[config.mk]
export PLATFORM = sky130hd
export DESIGN_NAME = nfecc_frontend
export DESIGN_NICKNAME = d
export VERILOG_FILES = /design/src/rtl/nfecc_pkg.sv /design/src/rtl/nfecc_seq.sv /design/src/rtl/nfecc_parity_bank.sv /design/src/rtl/nfecc_err_bank.sv /design/src/rtl/nfecc_frontend.sv
export SDC_FILE = /design/constraint.sdc
export NUM_CORES = 1
export LEC_CHECK = 0
export BUFFER_PORTS_ARGS = -buffer_cell sky130_fd_sc_hd__buf_2
export CAP_MARGIN = 20
export CORE_MARGIN = 4
export CORE_UTILIZATION = 51
export CTS_CLUSTER_DIAMETER = 100
export DETAILED_ROUTE_END_ITERATION = 16
export GPL_TIMING_DRIVEN = 0
export PLACE_DENSITY_LB_ADDON = 0.05
export SLEW_MARGIN = 40
export SYNTH_ARGS = -nofsm -noshare
export SYNTH_HDL_FRONTEND = slang
export SYNTH_SLANG_ARGS = --single-unit
export TNS_END_PERCENT = 10
[constraint.sdc]
create_clock -name clk -period 3 [get_ports clk]
set_clock_uncertainty 0.15 [all_clocks]
set_input_delay 0 -clock clk [delete_from_list [all_inputs] [get_ports clk]]
set_output_delay 0 -clock clk [all_outputs]
set_load 0.01 [all_outputs]
[src/rtl/nfecc_pkg.sv]
package nfecc_pkg;

    typedef enum logic [2:0] {
        S_IDLE,
        S_FEED,
        S_CALC,
        S_PARW,
        S_CORR,
        S_DONE
    } seq_state_e;

    // register byte offsets (host software depends on these)
    localparam logic [8:0] OFS_CTRL = 9'h100;
    localparam logic [8:0] OFS_PAR  = 9'h108;
    localparam logic [8:0] OFS_STAT = 9'h114;
    localparam logic [8:0] OFS_ERR  = 9'h11C;

    // control bit positions
    localparam int CB_EN   = 0;
    localparam int CB_RST  = 1;
    localparam int CB_RS   = 2;
    localparam int CB_ENC  = 3;
    localparam int CB_PRDY = 4;

    // status flag positions
    localparam int SB_ERR  = 0;
    localparam int SB_UNC  = 1;
    localparam int SB_ENCF = 2;
    localparam int SB_DECF = 3;
    localparam int SB_PADF = 4;

    localparam int CNT_W = 3;

endpackage

[src/rtl/nfecc_seq.sv]
module nfecc_seq
    import nfecc_pkg::*;
#(
    parameter int BLOCK_BYTES = 512
) (
    input  logic       clk,
    input  logic       rst_n,
    input  logic       en,
    input  logic       encode,
    input  logic       rst_pulse,
    input  logic       par_go,
    input  logic       din_valid,
    input  logic       core_done,
    output seq_state_e state,
    output logic       byte_accept,
    output logic       core_start,
    output logic       pad_done,
    output logic       enc_done,
    output logic       dec_done,
    output logic       busy
);

    localparam int BC_W = $clog2(BLOCK_BYTES + 1);
    localparam logic [BC_W-1:0] LAST_IDX = BC_W'(BLOCK_BYTES - 1);

    seq_state_e      state_q, state_n;
    logic [BC_W-1:0] byte_cnt;
    logic            last_byte;

    assign last_byte = (byte_cnt == LAST_IDX);

    // state register
    always_ff @(posedge clk or negedge rst_n) begin
        if (!rst_n) state_q <= S_IDLE;
        else        state_q <= state_n;
    end

    // next state and pulse outputs
    always_comb begin
        state_n     = state_q;
        byte_accept = 1'b0;
        core_start  = 1'b0;
        pad_done    = 1'b0;
        enc_done    = 1'b0;
        dec_done    = 1'b0;
        if (rst_pulse) begin
            state_n = en ? S_FEED : S_IDLE;
        end else if (!en) begin
            state_n = S_IDLE;
        end else begin
            unique case (state_q)
                S_IDLE: ;
                S_FEED: begin
                    if (din_valid) begin
                        byte_accept = 1'b1;
                        if (last_byte) begin
                            pad_done = 1'b1;
                            if (encode) begin
                                core_start = 1'b1;
                                state_n    = S_CALC;
                            end else begin
                                state_n    = S_PARW;
                            end
                        end
                    end
                end
                S_CALC: begin
                    if (core_done) begin
                        enc_done = 1'b1;
                        state_n  = S_DONE;
                    end
                end
                S_PARW: begin
                    if (par_go) begin
                        core_start = 1'b1;
                        state_n    = S_CORR;
                    end
                end
                S_CORR: begin
                    if (core_done) begin
                        dec_done = 1'b1;
                        state_n  = S_DONE;
                    end
                end
                S_DONE: ;
                default: state_n = S_IDLE;
            endcase
        end
    end

    // byte counter within the block
    always_ff @(posedge clk or negedge rst_n) begin
        if (!rst_n)           byte_cnt <= '0;
        else if (rst_pulse)   byte_cnt <= '0;
        else if (byte_accept) byte_cnt <= last_byte ? '0 : byte_cnt + 1'b1;
    end

    assign state = state_q;
    assign busy  = (state_q == S_CALC) || (state_q == S_CORR);

endmodule

[src/rtl/nfecc_parity_bank.sv]
module nfecc_parity_bank #(
    parameter int                   PAR_BYTES = 9,
    parameter logic [PAR_BYTES*8-1:0] ERASED  = '0
) (
    input  logic                   clk,
    input  logic                   rst_n,
    input  logic [PAR_BYTES-1:0]   host_we,
    input  logic [PAR_BYTES*8-1:0] host_bytes,
    input  logic                   load,
    input  logic [PAR_BYTES*8-1:0] core_par,
    output logic [PAR_BYTES*8-1:0] par_q
);

    logic is_erased;

    assign is_erased = (core_par == ERASED);

    for (genvar i = 0; i < PAR_BYTES; i++) begin : g_byte
        always_ff @(posedge clk or negedge rst_n) begin
            if (!rst_n)
                par_q[i*8 +: 8] <= 8'h00;
            else if (load)
                par_q[i*8 +: 8] <= is_erased ? 8'hFF : core_par[i*8 +: 8];
            else if (host_we[i])
                par_q[i*8 +: 8] <= host_bytes[i*8 +: 8];
        end
    end

endmodule

[src/rtl/nfecc_err_bank.sv]
module nfecc_err_bank #(
    parameter int MAX_ERR = 4,
    parameter int SYM_W   = 9
) (
    input  logic                     clk,
    input  logic                     rst_n,
    input  logic                     clear,
    input  logic                     load,
    input  logic [2:0]               cnt,
    input  logic [MAX_ERR*SYM_W-1:0] sym,
    input  logic [MAX_ERR*SYM_W-1:0] mask,
    output logic [MAX_ERR*SYM_W-1:0] idx_q,
    output logic [MAX_ERR*SYM_W-1:0] mask_q
);

    logic fits;

    assign fits = (int'(cnt) <= MAX_ERR);

    for (genvar j = 0; j < MAX_ERR; j++) begin : g_slot
        always_ff @(posedge clk or negedge rst_n) begin
            if (!rst_n) begin
                idx_q[j*SYM_W +: SYM_W]  <= '0;
                mask_q[j*SYM_W +: SYM_W] <= '0;
            end else if (clear) begin
                idx_q[j*SYM_W +: SYM_W]  <= '0;
                mask_q[j*SYM_W +: SYM_W] <= '0;
            end else if (load) begin
                if (fits && (j < int'(cnt))) begin
                    idx_q[j*SYM_W +: SYM_W]  <= sym[j*SYM_W +: SYM_W] + SYM_W'(1);
                    mask_q[j*SYM_W +: SYM_W] <= mask[j*SYM_W +: SYM_W];
                end else begin
                    idx_q[j*SYM_W +: SYM_W]  <= '0;
                    mask_q[j*SYM_W +: SYM_W] <= '0;
                end
            end
        end
    end

endmodule

[src/rtl/nfecc_frontend.sv]
module nfecc_frontend
    import nfecc_pkg::*;
#(
    parameter int                     BLOCK_BYTES = 512,
    parameter int                     PAR_BYTES   = 9,
    parameter int                     MAX_ERR     = 4,
    parameter int                     SYM_W       = 9,
    parameter logic [PAR_BYTES*8-1:0] ERASED      = 72'h6F_B7_FF_8B_F4_58_90_9D_CD
) (
    input  logic                     clk,
    input  logic                     rst_n,
    input  logic                     reg_wr,
    input  logic [8:0]               reg_waddr,
    input  logic [31:0]              reg_wdata,
    input  logic [3:0]               reg_wstrb,
    input  logic [8:0]               reg_raddr,
    output logic [31:0]              reg_rdata,
    input  logic                     din_valid,
    input  logic [7:0]               din_byte,
    output logic                     core_byte_valid,
    output logic [7:0]               core_byte,
    output logic                     core_start,
    output logic                     core_encode,
    output logic [PAR_BYTES*8-1:0]   core_par_in,
    input  logic                     core_done,
    input  logic [PAR_BYTES*8-1:0]   core_par_out,
    input  logic [2:0]               core_err_cnt,
    input  logic [MAX_ERR*SYM_W-1:0] core_err_sym,
    input  logic [MAX_ERR*SYM_W-1:0] core_err_mask
);

    localparam int PAR_W  = PAR_BYTES * 8;
    localparam int NPW    = (PAR_BYTES + 3) / 4;
    localparam int PAD_W  = NPW * 32;

    // control state
    logic        en_q, rs_q, enc_q, rst_pend;
    logic        ctrl_we, stat_we, par_go;
    logic [4:0]  stat_flags, flags_n;
    logic [2:0]  stat_cnt, cnt_n;
    logic        uncor;

    seq_state_e  state;
    logic        byte_accept, pad_done, enc_done, dec_done, busy;

    logic [PAR_BYTES-1:0]     par_we;
    logic [PAR_W-1:0]         par_wbytes;
    logic [PAR_W-1:0]         par_q;
    logic [PAD_W-1:0]         par_pad;
    logic [MAX_ERR*SYM_W-1:0] err_idx, err_mask;

    assign ctrl_we = reg_wr && (reg_waddr == OFS_CTRL) && reg_wstrb[0];
    assign stat_we = reg_wr && (reg_waddr == OFS_STAT);
    assign par_go  = ctrl_we && reg_wdata[CB_PRDY];
    assign uncor   = (int'(core_err_cnt) > MAX_ERR);

    // control register; the reset bit lives for one cycle only
    always_ff @(posedge clk or negedge rst_n) begin
        if (!rst_n) begin
            en_q     <= 1'b0;
            rs_q     <= 1'b0;
            enc_q    <= 1'b0;
            rst_pend <= 1'b0;
        end else if (ctrl_we) begin
            en_q     <= reg_wdata[CB_EN];
            rs_q     <= reg_wdata[CB_RS];
            enc_q    <= reg_wdata[CB_ENC];
            rst_pend <= reg_wdata[CB_RST];
        end else begin
            rst_pend <= 1'b0;
        end
    end

    nfecc_seq #(
        .BLOCK_BYTES(BLOCK_BYTES)
    ) u_seq (
        .clk        (clk),
        .rst_n      (rst_n),
        .en         (en_q),
        .encode     (enc_q),
        .rst_pulse  (rst_pend),
        .par_go     (par_go),
        .din_valid  (din_valid),
        .core_done  (core_done),
        .state      (state),
        .byte_accept(byte_accept),
        .core_start (core_start),
        .pad_done   (pad_done),
        .enc_done   (enc_done),
        .dec_done   (dec_done),
        .busy       (busy)
    );

    // host parity byte writes, mapped by word and lane
    for (genvar i = 0; i < PAR_BYTES; i++) begin : g_pwe
        localparam logic [8:0] WADDR = OFS_PAR + 9'(4 * (i / 4));
        localparam int         LANE  = i % 4;
        assign par_we[i] = reg_wr && !busy && (reg_waddr == WADDR) && reg_wstrb[LANE];
        assign par_wbytes[i*8 +: 8] = reg_wdata[LANE*8 +: 8];
    end

    nfecc_parity_bank #(
        .PAR_BYTES(PAR_BYTES),
        .ERASED   (ERASED)
    ) u_par (
        .clk       (clk),
        .rst_n     (rst_n),
        .host_we   (par_we),
        .host_bytes(par_wbytes),
        .load      (enc_done),
        .core_par  (core_par_out),
        .par_q     (par_q)
    );

    nfecc_err_bank #(
        .MAX_ERR(MAX_ERR),
        .SYM_W  (SYM_W)
    ) u_err (
        .clk   (clk),
        .rst_n (rst_n),
        .clear (rst_pend),
        .load  (dec_done),
        .cnt   (core_err_cnt),
        .sym   (core_err_sym),
        .mask  (core_err_mask),
        .idx_q (err_idx),
        .mask_q(err_mask)
    );

    // status: host write-zero-to-clear, then hardware sets win
    always_comb begin
        flags_n = stat_flags;
        cnt_n   = stat_cnt;
        if (stat_we) begin
            if (reg_wstrb[0]) flags_n = flags_n & reg_wdata[4:0];
            if (reg_wstrb[3]) cnt_n   = cnt_n & reg_wdata[31:29];
        end
        if (pad_done) flags_n[SB_PADF] = 1'b1;
        if (enc_done) flags_n[SB_ENCF] = 1'b1;
        if (dec_done) begin
            flags_n[SB_DECF] = 1'b1;
            flags_n[SB_ERR]  = (core_err_cnt != 3'd0);
            flags_n[SB_UNC]  = uncor;
            cnt_n            = uncor ? 3'd0 : core_err_cnt;
        end
    end

    always_ff @(posedge clk or negedge rst_n) begin
        if (!rst_n) begin
            stat_flags <= '0;
            stat_cnt   <= '0;
        end else if (rst_pend) begin
            stat_flags <= '0;
            stat_cnt   <= '0;
        end else begin
            stat_flags <= flags_n;
            stat_cnt   <= cnt_n;
        end
    end

    // read mux
    assign par_pad = PAD_W'(par_q);

    always_comb begin
        reg_rdata = '0;
        if (reg_raddr == OFS_CTRL) begin
            reg_rdata[CB_EN]   = en_q;
            reg_rdata[CB_RST]  = rst_pend;
            reg_rdata[CB_RS]   = rs_q;
            reg_rdata[CB_ENC]  = enc_q;
            reg_rdata[CB_PRDY] = (state == S_CORR);
        end
        if (reg_raddr == OFS_STAT) begin
            reg_rdata[4:0]   = stat_flags;
            reg_rdata[31:29] = stat_cnt;
        end
        for (int w = 0; w < NPW; w++) begin
            if (reg_raddr == OFS_PAR + 9'(4 * w))
                reg_rdata = par_pad[w*32 +: 32];
        end
        for (int j = 0; j < MAX_ERR; j++) begin
            if (reg_raddr == OFS_ERR + 9'(4 * j)) begin
                reg_rdata[16 +: SYM_W] = err_idx[j*SYM_W +: SYM_W];
                reg_rdata[0 +: SYM_W]  = err_mask[j*SYM_W +: SYM_W];
            end
        end
    end

    assign core_byte_valid = byte_accept;
    assign core_byte       = din_byte;
    assign core_encode     = enc_q;
    assign core_par_in     = par_q;

endmodule

==> impl_results.md <==
- Max cap viols: 0
- Max Fclk: 344 MHz
- Setup Fix Bufs, Post-CTS: 0
- CTS clk-pin slew, worst paths: 0.07 ns
- DRC: 0
- HPWL after DPL: 29,200 um
- Layout area overhead: 51.2%
- Mean Syn Cell Area: 9.54 um2
- Drt pass-1 iters: 6
- Final hold vios: 0
- Rel. slew slack: 41.6%
- RSZ-0062 raised after global routing: true
- IO Port Bufs: 318
- CP Class: flip-flop to flip-flop
- Initial Util: 52.1%
- Top-count cell post-synth: dfrtp_1
- TritonCTS buffer count: 17
- Crit Path Max Fanout: 10
- Total GRT Usage: 40.3%
- Async SR Flop Fraction: 100%
- Seq pwr share: 43.3%
- Via count: 11,366
- HP Class: primary input to flip-flop
- Fin. max-slew vios: 0
- CTS Sinks: 169
- Final RePlAce weighted congestion: 0.956
- Fin nets: 1,767
- Die height: 144 um
- Final worst-path cycle share: 97.0%
- Setup slack, reg-to-reg: 0.09 ns
- Row Count: 49
- Int Pwr: 3940 uW
- Clock power frac: 42.5%
- Wire per inst: 23.5 um
- Clock Tree Root: clkbuf_16
- Placement Setup Slack: 0.202 ns
- Crit path DAT: 3.05 ns
- Mapped cell area: 9420 um2
- Final min period: 2.91 ns
- Placed standard-cell area: 11,400 um2
- Final wirelength: 42,100 um
- Static Leakage: 0.00680 uW
- Die width: 144 um
- Placed insts: 1,536
- Comb pwr share: 14.2%
- NetSw: 1410 uW
- GRT overflow: 0
- DRT antenna net count: 0
- Switching Share: 26.3%
- Vias per Instance: 6.35
- CP endpoint kind: flip-flop
- Yosys reg bits: 169
- FF-to-FF path depth: 7
- Number of synthesized flops with an enable pin: 0
- Final setup violating endpoints: 0
- Dominant synthesized flop cell: dfrtp_1
- Reg-to-reg startpoint: en_q
- Status: finished, final reports clean
- # H-tree levels: 4
- Largest net degree at the start of global routing: 75
- Worst setup SP type: flip-flop
- Layout cells sized above 1: 25.4%
- Synth Warn #: 0
- CTS tree: built
- Die area: 20,700 um2
- Syn nets: 1,206
- Area leader, netlist: dfrtp_1
- CTS max path bufs: 2
- Clock latency on the worst-skew pair: 0.43 ns
- Worst setup path startpoint: en_q
- Synth cell types: 59
- End point of the critical path: u_par.par_q[15]
- First-pass GRT wire length: 63,900 um
- Maximum vdd drop: 0.000373 V
- Mapped Cells: 987
- Most frequent cells after synthesis: dfrtp_1, nand2_1, a22o_1, o21ai_0, mux2i_1
- Initial antenna violation count: 0
- RR Endpoint: u_par.par_q[15]
- Non-filler instance count after layout: 1,791
- Initial drt markers: 1,089
- Final instance area: 14,200 um2
- Yosys top cell area share: 44.9%
- Synth area leaders: dfrtp_1, a22o_1, mux2i_1
- CP required: 3.14 ns
- Ports: 329
- Vias in the first global route: 11,464
- Final worst slack: 0.0897 ns
- Core area: 18,100 um2
- Seq/Total Area, Yosys: 44.9%
- Worst Tran Pin Value: 0.871 ns
- P per Cell Area: 375 nW/um2
==> cell usage in the layout (no fill, tap or decap), types with 15 or more instances in the layout <==
cell           count
nand2_1          115
xnor2_1           16
clkbuf_1          53
mux2i_1           58
a2bb2oi_1         21
a22o_1            75
clkbuf_16         17
o21ai_0           69
xor2_1            15
buf_2            320
dfrtp_1          169
o21ai_1           21
dlygate4sd3_1    221
inv_1             16
nor2_1            52
nand4_1           20
nand3_1           34
a21oi_1           23
a31oi_1           22
==> power by group through the flow <==
stage	sequential, uW	clock (uW)	combinational [uW]
finish	2320	2270	760
global route	2320	2360	804
CTS	2310	2270	723
detailed placement	2360	0	496
global placement	2360	0	482
floorplan	2360	0	151
==> layer usage <==
layer,vias to the layer above,global-route usage (%),share of wire [%]
li1,4826,-,-
met1,5414,50.2,36
met2,918,65.1,46
met3,208,9.82,11
met4,0,20.7,5.8
met5,-,0,0
==> repair_timing <==
action | in CTS | in global routing
endpoints found under the hold margin | 329 | 0
gates resized for setup | 0 | 10
endpoints found under the setup margin | 0 | 39
hold buffers | 222 | 0
==> final cells by class <==
cell class | count | area (um2)
multi-input combinational | 734 | 4880
sequential | 169 | 4230
timing repair buffer | 542 | 3890
fill | 1248 | 3840
clock buffer | 18 | 429
buffer | 68 | 302
tap | 229 | 287
clock inverter | 14 | 164
inverter | 16 | 60.1
antenna | 1 | 2.50
==> registers in the layout, indices dropped and copies added, names as in the netlist <==
name / cells
u_seq.state: 3
core_encode: 1
u_err.idx_q: 36
stat_flags: 5
rst_pend: 1
en_q: 1
stat_cnt: 3
u_par.par_q: 72
rs_q: 1
u_seq.byte_cnt: 10
u_err.mask_q: 36
==> metrics by stage <==
| stage | total power (uW) | hold WS (ns) | TNS (ns) | util [%] |
|---|---|---|---|---|
| after global placement | 2840 | 0.0354 | -152.68 | 62.5 |
| final | 5350 | 0.0251 | 0 | 78.8 |
| after global routing | 5480 | 0.0389 | -0.689 | 78.8 |
| after floorplan | 2510 | -0.446 | 0 | - |
| after CTS | 5300 | 0.00358 | 0 | 78.6 |
| after detailed placement | 2850 | -0.248 | 0 | 63.0 |
==> critical path, stage by stage (launching register included) <==
cell and delay, ns:
dfrtp_1 0.32, clkbuf_1 0.32, nor2b_1 0.26, nand3_1 0.36, clkbuf_2 0.39, mux2i_1 0.27, dlygate4sd3_1 0.59, o21ai_0 0.10
==> worst min-delay path by stage <==
stage	to	start	cells past startpoint	slack (ns)
2_1_floorplan	core_encode	rst_n	0	-0.45
3_3_place_gp	core_byte[5]	din_byte[5]	2	0.04
5_1_grt	u_par.par_q[17]	reg_wstrb[2]	5	0.04
3_5_place_dp	u_seq.byte_cnt[1]	rst_n	1	-0.25
4_1_cts	stat_flags[1]	reg_wstrb[0]	4	0.004
6_report	stat_flags[1]	reg_wstrb[0]	4	0.03
==> logic make-up (layout without fill, tap and decap cells) <==
kind of cell	Yosys count	count (layout)	share of synthesized area (%)
simple gates	325	325	18.0
compound gates	309	309	22.9
flops	169	169	44.9
buf+inv	84	658	3.79
mux	63	63	6.76
xor+xnor	32	32	2.98
fa+ha+maj	5	5	0.664
other cells	0	1	0
(Power assumes the default switching activity.)
